==> src/rtl/vprio_pkg.sv <==
package vprio_pkg;
  localparam int unsigned IDX_LSB      = 4;
  localparam int unsigned IDX_W        = 8;
  localparam logic [7:0]  IDX_TPR      = 8'h08;
  localparam logic [7:0]  IDX_PPR      = 8'h0A;
  localparam logic [7:0]  IDX_EOI      = 8'h0B;
  localparam logic [7:0]  IDX_SVR      = 8'h0F;
  localparam logic [4:0]  GRP_ISR      = 5'b00010;
  localparam logic [4:0]  GRP_TMR      = 5'b00011;
  localparam logic [4:0]  GRP_IRR      = 5'b00100;
  localparam int unsigned SVR_W        = 13;
  localparam int unsigned SVR_EN_BIT   = 8;
  localparam int unsigned SVR_SUPP_BIT = 12;
endpackage

==> src/rtl/vprio_hi_enc.sv <==
module vprio_hi_enc #(
  parameter int unsigned NUM_VEC = 256,
  parameter int unsigned WORD_W  = 32,
  localparam int unsigned NW     = NUM_VEC / WORD_W,
  localparam int unsigned IW     = $clog2(NUM_VEC),
  localparam int unsigned BW     = $clog2(WORD_W)
) (
  input  logic [NUM_VEC-1:0] vec,
  output logic               any,
  output logic [IW-1:0]      idx
);
  logic [NW-1:0]         wany;
  logic [NW-1:0][BW-1:0] widx;

  for (genvar w = 0; w < NW; w++) begin : g_word
    always_comb begin
      wany[w] = |vec[w*WORD_W +: WORD_W];
      widx[w] = '0;
      for (int b = 0; b < WORD_W; b++)
        if (vec[w*WORD_W + b]) widx[w] = BW'(b);
    end
  end

  always_comb begin
    any = 1'b0;
    idx = '0;
    for (int w = 0; w < NW; w++)
      if (wany[w]) begin
        any = 1'b1;
        idx = IW'(w * WORD_W) + IW'(widx[w]);
      end
  end

  always_comb begin
    if (any) begin
      AST_HI_IS_TOP: assert (vec[idx] && ((vec >> idx) == NUM_VEC'(1))) else $error("encoder not on top bit");
    end
  end
endmodule

==> src/rtl/vprio_vec_bank.sv <==
module vprio_vec_bank #(
  parameter int unsigned NUM_VEC = 256,
  parameter int unsigned NUM_SRC = 2,
  localparam int unsigned IW     = $clog2(NUM_VEC)
) (
  input  logic                  clk,
  input  logic                  rst,
  input  logic [NUM_SRC-1:0]    src_valid,
  input  logic [NUM_SRC*IW-1:0] src_vec,
  input  logic [NUM_SRC-1:0]    src_level,
  input  logic                  ack_en,
  input  logic [IW-1:0]         ack_idx,
  input  logic                  eoi_en,
  input  logic [IW-1:0]         eoi_idx,
  output logic [NUM_VEC-1:0]    irr_q,
  output logic [NUM_VEC-1:0]    isr_q,
  output logic [NUM_VEC-1:0]    tmr_q
);
  logic [NUM_VEC-1:0] set_mask, tmr_n, ack_mask, eoi_mask;

  always_comb begin
    set_mask = '0;
    tmr_n    = tmr_q;
    for (int s = 0; s < NUM_SRC; s++)
      if (src_valid[s]) begin
        set_mask[src_vec[s*IW +: IW]] = 1'b1;
        tmr_n[src_vec[s*IW +: IW]]    = src_level[s];
      end
    ack_mask = ack_en ? (NUM_VEC'(1) << ack_idx) : '0;
    eoi_mask = eoi_en ? (NUM_VEC'(1) << eoi_idx) : '0;
  end

  always_ff @(posedge clk) begin
    if (rst) begin
      irr_q <= '0;
      isr_q <= '0;
      tmr_q <= '0;
    end else begin
      irr_q <= (irr_q & ~ack_mask) | set_mask;
      isr_q <= (isr_q & ~eoi_mask) | ack_mask;
      tmr_q <= tmr_n;
    end
  end

  AST_SRC_LATCHED: assert property (@(posedge clk) disable iff (rst) (|src_valid) |=> (|irr_q)) else $error("assertion lost");
  AST_ACK_TO_ISR: assert property (@(posedge clk) disable iff (rst) (ack_en && !eoi_en) |=> isr_q[$past(ack_idx)]) else $error("ack not in service");
endmodule

==> src/rtl/vprio_regfile.sv <==
module vprio_regfile
  import vprio_pkg::*;
#(
  parameter int unsigned NUM_VEC   = 256,
  parameter int unsigned WORD_W    = 32,
  parameter int unsigned ADDR_W    = 12,
  parameter int unsigned DATA_W    = 32,
  parameter logic [SVR_W-1:0] SVR_MASK  = 13'h11FF,
  parameter logic [SVR_W-1:0] SVR_RESET = 13'h00FF,
  localparam int unsigned NW = NUM_VEC / WORD_W,
  localparam int unsigned IW = $clog2(NUM_VEC)
) (
  input  logic               clk,
  input  logic               rst,
  input  logic               reg_wr,
  input  logic               reg_rd,
  input  logic [ADDR_W-1:0]  reg_addr,
  input  logic [DATA_W-1:0]  reg_wdata,
  input  logic [IW-1:0]      ppr,
  input  logic [NUM_VEC-1:0] irr_v,
  input  logic [NUM_VEC-1:0] isr_v,
  input  logic [NUM_VEC-1:0] tmr_v,
  output logic [IW-1:0]      tpr_q,
  output logic [SVR_W-1:0]   svr_q,
  output logic               eoi_wr,
  output logic [DATA_W-1:0]  rdata_q,
  output logic               err_q
);
  logic [IDX_W-1:0]  idx;
  logic              is_isr, is_tmr, is_irr, known;
  logic [DATA_W-1:0] rd_mux;

  function automatic logic [WORD_W-1:0] word_of(input logic [NUM_VEC-1:0] v, input logic [2:0] w);
    word_of = '0;
    for (int i = 0; i < NW; i++)
      if (w == i[2:0]) word_of = v[i*WORD_W +: WORD_W];
  endfunction

  always_comb begin
    idx    = reg_addr[IDX_LSB +: IDX_W];
    is_isr = idx[7:3] == GRP_ISR;
    is_tmr = idx[7:3] == GRP_TMR;
    is_irr = idx[7:3] == GRP_IRR;
    known  = is_isr || is_tmr || is_irr || idx == IDX_TPR || idx == IDX_PPR ||
             idx == IDX_EOI || idx == IDX_SVR;
    eoi_wr = reg_wr && idx == IDX_EOI;
    rd_mux = '0;
    if (idx == IDX_TPR)      rd_mux = DATA_W'(tpr_q);
    else if (idx == IDX_PPR) rd_mux = DATA_W'(ppr);
    else if (idx == IDX_SVR) rd_mux = DATA_W'(svr_q);
    else if (is_isr)         rd_mux = DATA_W'(word_of(isr_v, idx[2:0]));
    else if (is_tmr)         rd_mux = DATA_W'(word_of(tmr_v, idx[2:0]));
    else if (is_irr)         rd_mux = DATA_W'(word_of(irr_v, idx[2:0]));
  end

  always_ff @(posedge clk) begin
    if (rst) begin
      tpr_q   <= '0;
      svr_q   <= SVR_RESET;
      rdata_q <= '0;
      err_q   <= 1'b0;
    end else begin
      if (reg_wr && idx == IDX_TPR) tpr_q <= reg_wdata[IW-1:0];
      if (reg_wr && idx == IDX_SVR) svr_q <= reg_wdata[SVR_W-1:0] & SVR_MASK;
      if (reg_rd) rdata_q <= rd_mux;
      if ((reg_wr || reg_rd) && !known) err_q <= 1'b1;
    end
  end

  AST_SVR_KEEP: assert property (@(posedge clk) disable iff (rst) (reg_wr && idx == IDX_SVR) |=> svr_q == ($past(reg_wdata[SVR_W-1:0]) & SVR_MASK)) else $error("svr write");
  AST_ERR_STICKY: assert property (@(posedge clk) disable iff (rst) err_q |=> err_q) else $error("err dropped");
endmodule

==> src/rtl/vprio_ctrl.sv <==
module vprio_ctrl
  import vprio_pkg::*;
#(
  parameter int unsigned NUM_VEC = 256,
  parameter int unsigned NUM_SRC = 2,
  parameter int unsigned WORD_W  = 32,
  parameter int unsigned ADDR_W  = 12,
  parameter int unsigned DATA_W  = 32,
  parameter logic [SVR_W-1:0] SVR_MASK  = 13'h11FF,
  parameter logic [SVR_W-1:0] SVR_RESET = 13'h00FF,
  localparam int unsigned VEC_W = $clog2(NUM_VEC),
  localparam int unsigned CLS_W = VEC_W - 4
) (
  input  logic                     clk,
  input  logic                     rst,
  input  logic [NUM_SRC-1:0]       src_valid,
  input  logic [NUM_SRC*VEC_W-1:0] src_vec,
  input  logic [NUM_SRC-1:0]       src_level,
  input  logic                     ack,
  output logic [VEC_W-1:0]         ack_vec,
  output logic                     intr_req,
  input  logic                     reg_wr,
  input  logic                     reg_rd,
  input  logic [ADDR_W-1:0]        reg_addr,
  input  logic [DATA_W-1:0]        reg_wdata,
  output logic [DATA_W-1:0]        reg_rdata,
  output logic                     reg_err,
  output logic                     eoi_bcast_valid,
  output logic [VEC_W-1:0]         eoi_bcast_vec
);
  logic [NUM_VEC-1:0] irr_v, isr_v, tmr_v;
  logic               irr_any, isr_any, eoi_wr, ack_en, eoi_en, blocked;
  logic [VEC_W-1:0]   irr_hi, isr_hi, tpr, ppr;
  logic [SVR_W-1:0]   svr;
  logic [CLS_W-1:0]   isr_cls;

  vprio_hi_enc #(.NUM_VEC(NUM_VEC), .WORD_W(WORD_W)) irr_enc_i (.vec(irr_v), .any(irr_any), .idx(irr_hi));
  vprio_hi_enc #(.NUM_VEC(NUM_VEC), .WORD_W(WORD_W)) isr_enc_i (.vec(isr_v), .any(isr_any), .idx(isr_hi));

  always_comb begin
    isr_cls  = isr_any ? isr_hi[VEC_W-1:4] : '0;
    ppr      = (tpr[VEC_W-1:4] >= isr_cls) ? tpr : {isr_cls, 4'h0};
    blocked  = (ppr != '0) && (irr_hi[VEC_W-1:4] <= ppr[VEC_W-1:4]);
    intr_req = svr[SVR_EN_BIT] && irr_any && !blocked;
    ack_vec  = intr_req ? irr_hi : svr[VEC_W-1:0];
    ack_en   = ack && intr_req;
    eoi_en   = eoi_wr && isr_any;
  end

  vprio_vec_bank #(.NUM_VEC(NUM_VEC), .NUM_SRC(NUM_SRC)) bank_i (
    .clk(clk), .rst(rst), .src_valid(src_valid), .src_vec(src_vec), .src_level(src_level),
    .ack_en(ack_en), .ack_idx(irr_hi), .eoi_en(eoi_en), .eoi_idx(isr_hi),
    .irr_q(irr_v), .isr_q(isr_v), .tmr_q(tmr_v)
  );

  vprio_regfile #(
    .NUM_VEC(NUM_VEC), .WORD_W(WORD_W), .ADDR_W(ADDR_W), .DATA_W(DATA_W),
    .SVR_MASK(SVR_MASK), .SVR_RESET(SVR_RESET)
  ) regs_i (
    .clk(clk), .rst(rst), .reg_wr(reg_wr), .reg_rd(reg_rd), .reg_addr(reg_addr),
    .reg_wdata(reg_wdata), .ppr(ppr), .irr_v(irr_v), .isr_v(isr_v), .tmr_v(tmr_v),
    .tpr_q(tpr), .svr_q(svr), .eoi_wr(eoi_wr), .rdata_q(reg_rdata), .err_q(reg_err)
  );

  always_ff @(posedge clk) begin
    if (rst) begin
      eoi_bcast_valid <= 1'b0;
      eoi_bcast_vec   <= '0;
    end else begin
      eoi_bcast_valid <= eoi_en && tmr_v[isr_hi] && !svr[SVR_SUPP_BIT];
      eoi_bcast_vec   <= isr_hi;
    end
  end

  AST_BCAST_CAUSE: assert property (@(posedge clk) disable iff (rst) eoi_bcast_valid |-> $past(eoi_wr && isr_any)) else $error("stray broadcast");
  AST_BLOCKED_ACK: assert property (@(posedge clk) disable iff (rst) (ack && !intr_req && !eoi_wr) |=> isr_v == $past(isr_v)) else $error("blocked ack moved state");
  AST_PPR_FLOOR: assert property (@(posedge clk) disable iff (rst) ppr >= tpr) else $error("ppr below tpr");
  AST_NO_REQ_OFF: assert property (@(posedge clk) disable iff (rst) !svr[SVR_EN_BIT] |-> !intr_req) else $error("req while disabled");
endmodule

==> config.mk <==
export PLATFORM = sky130hd
export DESIGN_NAME = vprio_ctrl
export DESIGN_NICKNAME = d
export VERILOG_FILES = /design/src/rtl/vprio_pkg.sv /design/src/rtl/vprio_hi_enc.sv /design/src/rtl/vprio_vec_bank.sv /design/src/rtl/vprio_regfile.sv /design/src/rtl/vprio_ctrl.sv
export SDC_FILE = /design/constraint.sdc
export NUM_CORES = 2
export LEC_CHECK = 0
export ABC_AREA = 1
export BUFFER_PORTS_ARGS = -buffer_cell sky130_fd_sc_hd__buf_4
export CORE_MARGIN = 4
export CORE_UTILIZATION = 35
export DETAILED_ROUTE_END_ITERATION = 10
export PLACE_DENSITY = 0.61
export RECOVER_POWER = 100
export SLEW_MARGIN = 30
export SYNTH_ARGS = -nofsm -noshare
export SYNTH_HDL_FRONTEND = slang
export SYNTH_SLANG_ARGS = --single-unit
==> constraint.sdc <==
create_clock -name clk -period 12.15 [get_ports clk]
set_clock_uncertainty 0.2 [all_clocks]
set_input_delay 1.8225 -clock clk [delete_from_list [all_inputs] [get_ports clk]]
set_output_delay 1.8225 -clock clk [all_outputs]
set_load 0.005 [all_outputs]
==> metrics.md <==
| Metric | Value |
|---|---|
| Distinct cells, synth | 50 |
| Final nets | roughly 8200 |
| Chip width | 391 um |
| Synth Area in Compound Gates | 0.247 |
| Layout cell share with drive strength beyond 1 | 0.0554 |
| Fmax | ~0.090 GHz |
| Vias in the first global route | 54077 |
| Cell area after synthesis | 0.0512 mm2 |
| WP data arrival | 11510 ps |
| Cells after Synth | 8381 |
| Hold WC Path Type | reg -> reg |
| Skew-Pair Late Insertion Delay | approximately 740 ps |
| First-pass GRT wire length | 393000 um |
| Final ANT Viol Nets | 0 |
| Filler cell count | roughly 16000 |
| CP endpoint kind | flop |
| Simple-gate area share of the yosys netlist | 0.316 |
| Post-CTS Setup Bufs | 0 |
| Post-DP HPWL | 215000 um |
| Sequential share of the synthesized area | 0.324 |
| CORE AREA | 0.146 mm2 |
| Largest net degree at the start of global routing | 176 |
| Post-Route Utilization | 0.389 |
| Clock transition at path regs | around 60 ps |
| Hold Buf Count CTS | 0 |
| Adder-cell share of the synthesized area | 0.00195 |
| Synth warn | 0 |
| XOR/XNOR Fraction of Synth Area | 0 |
| Max-Cap Viols | 27 |
| Total track usage | 0.357 |
| Total Wirelength | 288000 um |
| Status | finished, violations left |
| Pwr dens | 121 mW/mm2 |
| Resize count post-CTS | 0 |
| Failing checks | capacitance limit, slew limit |
| Mapped Avg Cell Area | 6.11 um2 |
| CTS tree | built |
| Area Overhead vs Synth | 10.4% |
| Ranking of synthesized cells by area | dfxtp_1, nand2_1, nor2_1 |
| VDD IR max | 0.102 mV |
| RSZ-0062 raised after global routing | false |
| Drt wl/cell | 28.4 um |
| TNS Setup | 0 ps |
| Final min period | about 11000 ps |
| Die height | 391 um |
| Ys async rst share | 0 |
| Commonest cells post-synth | nand2_1, nor2_1, a21oi_1 |
| Leakage | 20.8 nW |
| Ports | 120 |
| GRT Residual Overflow | 0 |
| Die area | between 0.15 and 0.2 mm2 |
| I/O Buffers | just over 90 |
| 1st-pass router iterations | 9 |
| Synth Flop Type | dfxtp_1 |
| Placed Cells | about 10000 |
| Initial antenna violation count | 17 |
| Share of the synthesized area in the top cell type | 0.324 |
| DR vias/cell | 6.14 |
| Mux cell area share after synthesis | 0.000659 |
| Initial core utilization | 0.352 |
| TritonCTS buffer count | 100 |
| Area occupied by multi-input gates | 0.0292 mm2 |
| Leading area contributor after synthesis | dfxtp_1 |
| Final Max Tran Viols | 1341 |
| Sink Count | 828 |
| Number of synthesized register bits | 828 |
| PnR worst setup slack | between 1000 and 1500 ps |
| # DRC | 0 |
| Post-Syn Nets | 8458 |
| CTS Root Cell | clkbuf_16 |
| GP Congestion | ~1.1 |
| Final Hold Viols | 0 |
| Post-synth EDFFs | 0 |
| Clock buffer depth | 3 |
| Non-filler instance count after layout | between 10000 and 15000 |
| FF/Latch Area | 0.0166 mm2 |
| CP Max Fanout | 40 |
| Rows | between 100 and 150 |
| RR Startpoint | bank_i.isr_q[229]$_SDFF_PP0_ |
| Most frequent cell after synthesis | nand2_1 |
| Crit start category | primary input |
| Worst setup path start | reg_addr[4] |
| Period utilization | 0.915 |
| Final setup viols | 0 |
| H-tree depth | 3 |
| HP Start | regs_i.err_q$_SDFFE_PP0P_ |
| Largest family of logic cells by synthesized area | simple AND/OR/NAND/NOR gates |
| Power Total | 6.84 mW |
| Pre-CTS setup slack | 3640 ps |
| Worst slew pin tran | 4870 ps |
| Drt first-iter violations | 11233 |
| Critical path required time | 12540 ps |
| Via count | slightly above 60000 |
| Relative slew slack | -2.25 |
| Crit path kind | in -> reg |
## state kept, by name, summed over array words and instances (netlist names)
name / cells
bank_i.irr_q: 256
bank_i.isr_q: 256
bank_i.tmr_q: 256
eoi_bcast_valid: 1
eoi_bcast_vec: 8
regs_i.err_q: 1
regs_i.rdata_q: 32
regs_i.svr_q: 10
regs_i.tpr_q: 8
## through the flow
step                      hold WS, ps  instance area, um2
after detailed placement          255               53200
after floorplan                   237               51200
final                             260               56600
after global placement            247               53100
after CTS                         264               56700
after global routing              283               56500
## report_power, final
part           total (mW)  internal [mW]  leakage, nW  switching [mW]
sequential           2.73           2.72         6.67         0.00654
combinational       0.791          0.121         12.4           0.670
clock                3.32           1.95         1.74            1.36
total                6.84           4.80         20.8            2.04
## routing by layer
layer,share of wire,vias to the layer above,global-route usage
li1,-,27743,-
met1,0.38,29048,0.472
met2,0.40,4758,0.508
met3,0.16,799,0.129
met4,0.065,22,0.181
met5,0.00051,-,0
## cell type report
cell class              instances  area share
flip-flops and latches        828       0.293
clock buffers                 140      0.0519
clock inverters                42      0.0102
multi-input cells            6099       0.515
well taps                    1917      0.0424
inverters                     924      0.0616
repair buffers                197      0.0251
diodes                          7    0.000310
## cells in the final DEF, fill, tap and decap left out, types with 22 or more instances in the layout
| cell | n |
|---|---|
| o22ai_1 | 109 |
| buf_4 | 129 |
| a221oi_1 | 59 |
| clkbuf_8 | 26 |
| nor3_1 | 22 |
| clkinv_2 | 24 |
| nor2_1 | 1414 |
| dfxtp_1 | 828 |
| clkinv_1 | 32 |
| nand3_1 | 413 |
| o21ai_1 | 91 |
| clkbuf_4 | 37 |
| clkbuf_16 | 101 |
| o21ai_0 | 655 |
| a21oi_1 | 906 |
| nand2_1 | 1614 |
| o2111ai_1 | 28 |
| clkbuf_1 | 39 |
| inv_1 | 863 |
| nand4_1 | 303 |
| o211ai_1 | 168 |
| o221ai_1 | 78 |
| a31oi_1 | 22 |
## critical path, stage by stage
cell and delay [ps]:
buf_4 150, inv_1 90, nor3_1 750, clkbuf_1 1400
clkinvlp_2 2660, clkbuf_1 1500, o221ai_1 670, o21ai_0 220
nand3_1 120, o22ai_1 120, o221ai_1 730, o311ai_0 870
a21oi_1 310
## logic make-up (layout without fill, tap and decap cells)
family,after synthesis,count (layout)
simple gates,3864,3864
mux,3,3
flops,828,828
buf+inv,1454,1303
other cells,0,7
compound gates,2224,2224
fa+ha+maj,8,8
## path summary, 6_finish.rpt
kind | to | slack, ps | cells past startpoint
worst max register to register | bank_i.irr_q[143]$_SDFF_PP0_ | 2220 | 31
worst min register to register | regs_i.err_q$_SDFFE_PP0P_ | 260 | 2
worst min-delay path | regs_i.err_q$_SDFFE_PP0P_ | 260 | 2
worst max-delay path | regs_i.rdata_q[16]$_SDFFE_PP0P_ | 1030 | 13
(Power assumes the default switching activity.)
